File: config.mk
export PLATFORM = sky130hd
export DESIGN_NAME = spi_cs_sequencer
export DESIGN_NICKNAME = d
export VERILOG_FILES = /design/src/rtl/spi_cs_seq_pkg.sv /design/src/rtl/spi_cs_delay_cnt.sv /design/src/rtl/spi_cs_word_reg.sv /design/src/rtl/spi_cs_sequencer.sv
export SDC_FILE = /design/constraint.sdc
export NUM_CORES = 1
export LEC_CHECK = 0
export ABC_AREA = 0
export BUFFER_PORTS_ARGS = -buffer_cell sky130_fd_sc_hd__buf_4
export CAP_MARGIN = 0
export CORE_AREA = 2 2 72 74
export CTS_BUF_LIST = sky130_fd_sc_hd__clkbuf_4 sky130_fd_sc_hd__clkbuf_8
export DETAILED_ROUTE_END_ITERATION = 12
export DIE_AREA = 0 0 74 76
export PLACE_DENSITY = 0.81
export SKIP_CTS_REPAIR_TIMING = 1
export SLEW_MARGIN = 0
export SYNTH_ARGS = -nofsm -noshare
export SYNTH_HDL_FRONTEND = slang
export SYNTH_SLANG_ARGS = --single-unit
File: constraint.sdc
create_clock -name clk -period 2.8 [get_ports clk]
set_input_delay 0.14 -clock clk [delete_from_list [all_inputs] [get_ports clk]]
set_output_delay 0.14 -clock clk [all_outputs]
set_load 0.01 [all_outputs]
File: src/rtl/spi_cs_seq_pkg.sv
package spi_cs_seq_pkg;

  typedef enum logic [2:0] {
    ST_IDLE    = 3'd0,
    ST_SETUP   = 3'd1,
    ST_SHIFT   = 3'd2,
    ST_HOLD    = 3'd3,
    ST_RELEASE = 3'd4,
    ST_GAP     = 3'd5
  } seq_state_t;

  // Setup period in module cycles; zero code means no setup period.
  function automatic int unsigned setup_len(input int unsigned code);
    return (code == 0) ? 0 : code + 2;
  endfunction

  // Hold period; phase 0 adds the half serial clock count.
  function automatic int unsigned hold_len(input int unsigned code,
                                           input bit phase,
                                           input int unsigned half);
    if (code == 0) return 0;
    return code + 1 + (phase ? 0 : half);
  endfunction

  // Inter-word gap period.
  function automatic int unsigned gap_len(input int unsigned code);
    return code + 2;
  endfunction

endpackage

File: src/rtl/spi_cs_delay_cnt.sv
module spi_cs_delay_cnt #(
  parameter int CNT_W = 10
) (
  input  logic             clk,
  input  logic             rst,
  input  logic             load,
  input  logic [CNT_W-1:0] load_val,
  output logic             last
);
  logic [CNT_W-1:0] cnt;

  always_ff @(posedge clk) begin
    if (rst)                cnt <= '0;
    else if (load)          cnt <= load_val;
    else if (cnt != '0)     cnt <= cnt - 1'b1;
  end

  assign last = (cnt == '0);
endmodule

File: src/rtl/spi_cs_word_reg.sv
module spi_cs_word_reg #(
  parameter int GAP_W = 6
) (
  input  logic             clk,
  input  logic             rst,
  input  logic             accept,
  input  logic             pend_set,
  input  logic             in_keep,
  input  logic             in_gap_en,
  input  logic [GAP_W-1:0] in_gap_code,
  input  logic             in_upd,
  output logic             keep_q,
  output logic             gap_en_q,
  output logic [GAP_W-1:0] gap_code_q,
  output logic             pend_valid
);
  logic             p_keep, p_gap_en, p_upd;
  logic [GAP_W-1:0] p_gap_code;
  logic             s_keep, s_gap_en, s_upd;
  logic [GAP_W-1:0] s_gap_code;

  // A pending request takes precedence over the live inputs.
  always_comb begin
    s_keep     = pend_valid ? p_keep     : in_keep;
    s_gap_en   = pend_valid ? p_gap_en   : in_gap_en;
    s_gap_code = pend_valid ? p_gap_code : in_gap_code;
    s_upd      = pend_valid ? p_upd      : in_upd;
  end

  always_ff @(posedge clk) begin
    if (rst) begin
      pend_valid <= 1'b0;
      p_keep     <= 1'b0;
      p_gap_en   <= 1'b0;
      p_gap_code <= '0;
      p_upd      <= 1'b0;
    end else if (accept) begin
      pend_valid <= 1'b0;
    end else if (pend_set) begin
      pend_valid <= 1'b1;
      p_keep     <= in_keep;
      p_gap_en   <= in_gap_en;
      p_gap_code <= in_gap_code;
      p_upd      <= in_upd;
    end
  end

  always_ff @(posedge clk) begin
    if (rst) begin
      keep_q     <= 1'b0;
      gap_en_q   <= 1'b0;
      gap_code_q <= '0;
    end else if (accept) begin
      keep_q <= s_keep;
      if (s_upd) begin
        gap_en_q   <= s_gap_en;
        gap_code_q <= s_gap_code;
      end
    end
  end
endmodule

File: src/rtl/spi_cs_sequencer.sv
module spi_cs_sequencer
  import spi_cs_seq_pkg::*;
#(
  parameter int SETUP_W = 8,
  parameter int HOLD_W  = 8,
  parameter int GAP_W   = 6,
  parameter int HALF_W  = 8
) (
  input  logic               clk,
  input  logic               rst,
  input  logic               cs_mode,
  input  logic               clk_phase,
  input  logic [HALF_W-1:0]  half_sclk,
  input  logic [SETUP_W-1:0] setup_code,
  input  logic [HOLD_W-1:0]  hold_code,
  input  logic               start,
  input  logic               word_keep,
  input  logic               word_gap_en,
  input  logic [GAP_W-1:0]   word_gap_code,
  input  logic               word_ctl_upd,
  input  logic               shift_done,
  output logic               cs_n,
  output logic               shift_en,
  output logic               idle
);
  localparam int CNT_W = $clog2((1 << SETUP_W) + (1 << HOLD_W) + (1 << HALF_W) + (1 << GAP_W) + 4);

  seq_state_t       state, nxt;
  logic             load;
  logic [CNT_W-1:0] load_val;
  logic             cnt_last;
  logic             keep_q, gap_en_q, pend_valid;
  logic [GAP_W-1:0] gap_code_q;

  // Named internal events, used by the bound checker.
  logic accept, pend_set, setup_active, hold_active, gap_active, shift_active;

  assign accept       = (state == ST_IDLE) && (start || pend_valid);
  assign pend_set     = (state == ST_GAP) && start && !pend_valid;
  assign setup_active = (state == ST_SETUP);
  assign hold_active  = (state == ST_HOLD);
  assign gap_active   = (state == ST_GAP);
  assign shift_active = (state == ST_SHIFT);

  logic [CNT_W-1:0] setup_ld, hold_ld, gap_ld;
  assign setup_ld = CNT_W'(setup_len(32'(setup_code)) - 1);
  assign hold_ld  = CNT_W'(hold_len(32'(hold_code), clk_phase, 32'(half_sclk)) - 1);
  assign gap_ld   = CNT_W'(gap_len(32'(gap_code_q)) - 1);

  spi_cs_word_reg #(.GAP_W(GAP_W)) u_word (
    .clk         (clk),
    .rst         (rst),
    .accept      (accept),
    .pend_set    (pend_set),
    .in_keep     (word_keep),
    .in_gap_en   (word_gap_en),
    .in_gap_code (word_gap_code),
    .in_upd      (word_ctl_upd),
    .keep_q      (keep_q),
    .gap_en_q    (gap_en_q),
    .gap_code_q  (gap_code_q),
    .pend_valid  (pend_valid)
  );

  spi_cs_delay_cnt #(.CNT_W(CNT_W)) u_cnt (
    .clk      (clk),
    .rst      (rst),
    .load     (load),
    .load_val (load_val),
    .last     (cnt_last)
  );

  always_comb begin
    nxt      = state;
    load     = 1'b0;
    load_val = '0;
    unique case (state)
      ST_IDLE: begin
        if (accept) begin
          // keep_q still holds the previous word's flag here
          if (cs_mode && !keep_q && (setup_code != '0)) begin
            nxt      = ST_SETUP;
            load     = 1'b1;
            load_val = setup_ld;
          end else begin
            nxt = ST_SHIFT;
          end
        end
      end
      ST_SETUP: if (cnt_last) nxt = ST_SHIFT;
      ST_SHIFT: begin
        if (shift_done) begin
          if (keep_q) begin
            if (gap_en_q) begin
              nxt      = ST_GAP;
              load     = 1'b1;
              load_val = gap_ld;
            end else begin
              nxt = ST_IDLE;
            end
          end else if (cs_mode && (hold_code != '0)) begin
            nxt      = ST_HOLD;
            load     = 1'b1;
            load_val = hold_ld;
          end else begin
            nxt = ST_RELEASE;
          end
        end
      end
      ST_HOLD: if (cnt_last) nxt = ST_RELEASE;
      ST_RELEASE: begin
        if (gap_en_q) begin
          nxt      = ST_GAP;
          load     = 1'b1;
          load_val = gap_ld;
        end else begin
          nxt = ST_IDLE;
        end
      end
      ST_GAP: if (cnt_last) nxt = ST_IDLE;
      default: nxt = ST_IDLE;
    endcase
  end

  always_ff @(posedge clk) begin
    if (rst) state <= ST_IDLE;
    else     state <= nxt;
  end

  logic cs_active;
  always_comb begin
    cs_active = setup_active || shift_active || hold_active ||
                (((state == ST_IDLE) || gap_active) && keep_q);
  end

  assign cs_n     = !(cs_mode && cs_active);
  assign shift_en = shift_active;
  assign idle     = (state == ST_IDLE) && !pend_valid;
endmodule

==> impl_metrics.json <==
{
  "status": "completed",
  "use_met3_pct": 4.37,
  "num_vias": 2748,
  "io-pin-count": 42,
  "hold_end": "u_word.p_gap_code[5]",
  "reg2reg_slack_ns": 0.40,
  "num_antenna_cells": 0,
  "hold_viol": 0,
  "cts_tree": "done",
  "setup_viol": 0,
  "grt_pass1_wl_um": 11200,
  "synth-async-reset-ratio_pct": 0,
  "synth_compound_area_share_pct": 21.5,
  "met2_usage_pct": 38.9,
  "netlist_area_mm2": 0.00278,
  "start_util_pct": 56.7,
  "viasPerCell": 5.91,
  "synth.distinct_cells": 61,
  "fp.dieH_um": 76,
  "crit_slowest_cell": "fa_1",
  "rsz0062_at_grt": "no",
  "start_kind": "input pin",
  "drt_wl_total_um": 6590,
  "path_cells": "buf_4 > nand2b_1 > ha_1 > inv_1 > fa_1 > a21o_1 > a21oi_2 > xor2_2 > nor3b_4 > nand3b_1 > or3b_1 > a311oi_2",
  "critPathCaptureType": "register",
  "drv_cap": 0,
  "hp-start": "word_gap_code[5]",
  "holdPathStages": 3,
  "crit_buf_inv": 2,
  "ys_ff_latch": 31,
  "clk_latency_ns": 0.29,
  "wl_per_cell_um": 14.2,
  "grt_busiest_layer": "met2",
  "synthesis.nets": 411,
  "synthMuxAreaShare_pct": 7.55,
  "total_power_mw": 2.04,
  "layout_common_cells": "50 x nor2_1, 45 x buf_4, 31 x dfxtp_1",
  "cts-root-buf": "clkbuf_8",
  "yosys_warnings": 0,
  "clk_pin_slew_ns": 0.07,
  "setup_tns_ns": 0,
  "core_area_mm2": 0.00491,
  "cts_buffers": 5,
  "hpwlAfterDp_um": 5060,
  "min_period_ns": 2.54,
  "drt_first_pass_iters": 5,
  "drive_gt1_share_pct": 15.9,
  "r2r-start": "state[1]",
  "worstSetupPathType": "input pin to register",
  "cpPeakStageDelay_ns": 0.46,
  "hold_class": "input pin to register",
  "syn_avg_cell_area_um2": 7.78,
  "drc": 0,
  "peakVddDrop_v": 0.000399,
  "drtIter0Drc": 237,
  "yosys.area_share.simple_pct": 28.9,
  "cts_buffer_depth": 2,
  "power.density_mw_per_mm2": 636,
  "grt_pass1_vias": 2525,
  "synth-edff-count": 0,
  "num_rows": 26,
  "final_util_pct": 65.4,
  "syn_inst": 358,
  "io_buffers": 41,
  "synth_top_family_by_area": "simple AND/OR/NAND/NOR gates",
  "worstMarginPinSlew_ns": 0.779,
  "finalMaxSlewViolations": 0,
  "grt_max_degree": 32,
  "arrival_ns": 2.74,
  "synth_fa_ha_area_share_pct": 6.56,
  "ant_nets": 0,
  "fin_nets": 447,
  "antenna_found_initial": 0,
  "gp_congestion": 0.987,
  "mostFrequentLayoutCell": "nor2_1",
  "critical-path-top-delay-family": "simple AND/OR/NAND/NOR gates",
  "maxClockFrequency_mhz": 394,
  "cts_max_level": 2,
  "cp_data_required_time_ns": 3.00,
  "synth-xor-area-share_pct": 9.08,
  "cp_max_fo": 8,
  "r2r_end": "u_cnt.cnt[6]",
  "grt_usage_pct": 24.6,
  "die_area_mm2": 0.00562,
  "p_leak_nw": 1.26,
  "cts_sinks": 31,
  "grt_util_met1_pct": 34.2,
  "overflow": 0,
  "ys.flop_type": "dfxtp_1",
  "fin_crit_sh_pct": 90.5,
  "dieWidth_um": 74,
  "area_growth_pct": 15.4,
  "ys_seq_area_share_pct": 22.3,
  "rr_worst_depth": 7,
  "relSlewSlack_pct": 47.9,
  "skew_ns": 0.00403
}
==> where the power goes <==
| group | switching, mW | total, mW | internal (mW) |
|---|---|---|---|
| combinational | 0.553 | 1.03 | 0.479 |
| clock | 0.174 | 0.344 | 0.170 |
| sequential | 0.130 | 0.666 | 0.537 |
==> cell usage after synthesis, drive strengths merged (4+ instances only) <==
master | number | share of area (%)
nor2b | 11 | 2.5
buf | 6 | 1.6
nand2b | 9 | 2.0
a311oi | 5 | 2.0
nand3 | 14 | 2.7
and2 | 4 | 0.90
nand2 | 21 | 2.8
a221oi | 4 | 1.3
o21ai | 12 | 2.2
a211oi | 9 | 2.4
clkbuf | 10 | 1.3
nor3b | 5 | 1.8
xor2 | 15 | 5.0
a21oi | 22 | 4.1
and3 | 5 | 1.1
mux2i | 21 | 7.6
o22ai | 7 | 1.6
inv | 9 | 1.2
dfxtp | 31 | 22
ha | 13 | 5.8
nor3 | 11 | 2.0
xnor2 | 13 | 4.1
a21o | 4 | 1.1
nor2 | 50 | 6.7
nor4 | 4 | 0.90
==> per-layer routing <==
layer | vias to the layer above | share of wire, %
li1 | 1381 | -
met1 | 1278 | 47
met2 | 74 | 48
met3 | 15 | 4.1
met4 | 0 | 1.7
met5 | - | 0
==> cells by family after synthesis <==
family	Yosys count
AOI/OAI and AO/OA	86
xor gates and xnor gates	28
adders and majority gates	14
buffers and inverters	25
DFF	31
muxes	21
and+or+nand+nor	153
==> worst max-delay path by stage <==
stage,start,to,slack [ns],cells after the start
finish,clk_phase,u_cnt.cnt[7],0.26,12
global route,clk_phase,u_cnt.cnt[7],0.14,12
CTS,clk_phase,u_cnt.cnt[7],0.28,12
detailed placement,clk_phase,u_cnt.cnt[7],-0.02,12
global placement,clk_phase,u_cnt.cnt[7],0.1,12
floorplan,clk_phase,u_cnt.cnt[7],0.31,11
==> flip-flops by register name (all words and copies together) (netlist names) <==
register and flops:
u_cnt.cnt 10, u_word.gap_code_q 6, u_word.p_gap_code 6, state 3, u_word.gap_en_q 1, u_word.keep_q 1
u_word.p_gap_en 1, u_word.p_keep 1, u_word.p_upd 1, u_word.pend_valid 1
==> per-stage QoR <==
stage	std cells	hold slack (ns)	cell area, um^2	worst slack (ns)
3_5_place_dp	457	0.395	3130	-0.0173
5_1_grt	465	0.108	3210	0.143
2_1_floorplan	358	0.287	2780	0.307
6_report	465	0.0991	3210	0.265
4_1_cts	465	0.0973	3210	0.278
3_3_place_gp	457	0.389	3130	0.0961
==> worst min-delay path: stages <==
cell and delay (ns):
buf_4 0.08, mux2i_1 0.06, nor2_1 0.07
==> cell type report <==
class                   instances  area [um^2]
clock buffers                   5         68.8
repair buffers                 45          338
inverters                       9         33.8
flip-flops and latches         31          621
multi-input cells             302         2050
well taps                      70         87.6
fillers                       439         1700
clock inverters                 3         15.0
Note: power is estimated with default switching activity, not from simulation.
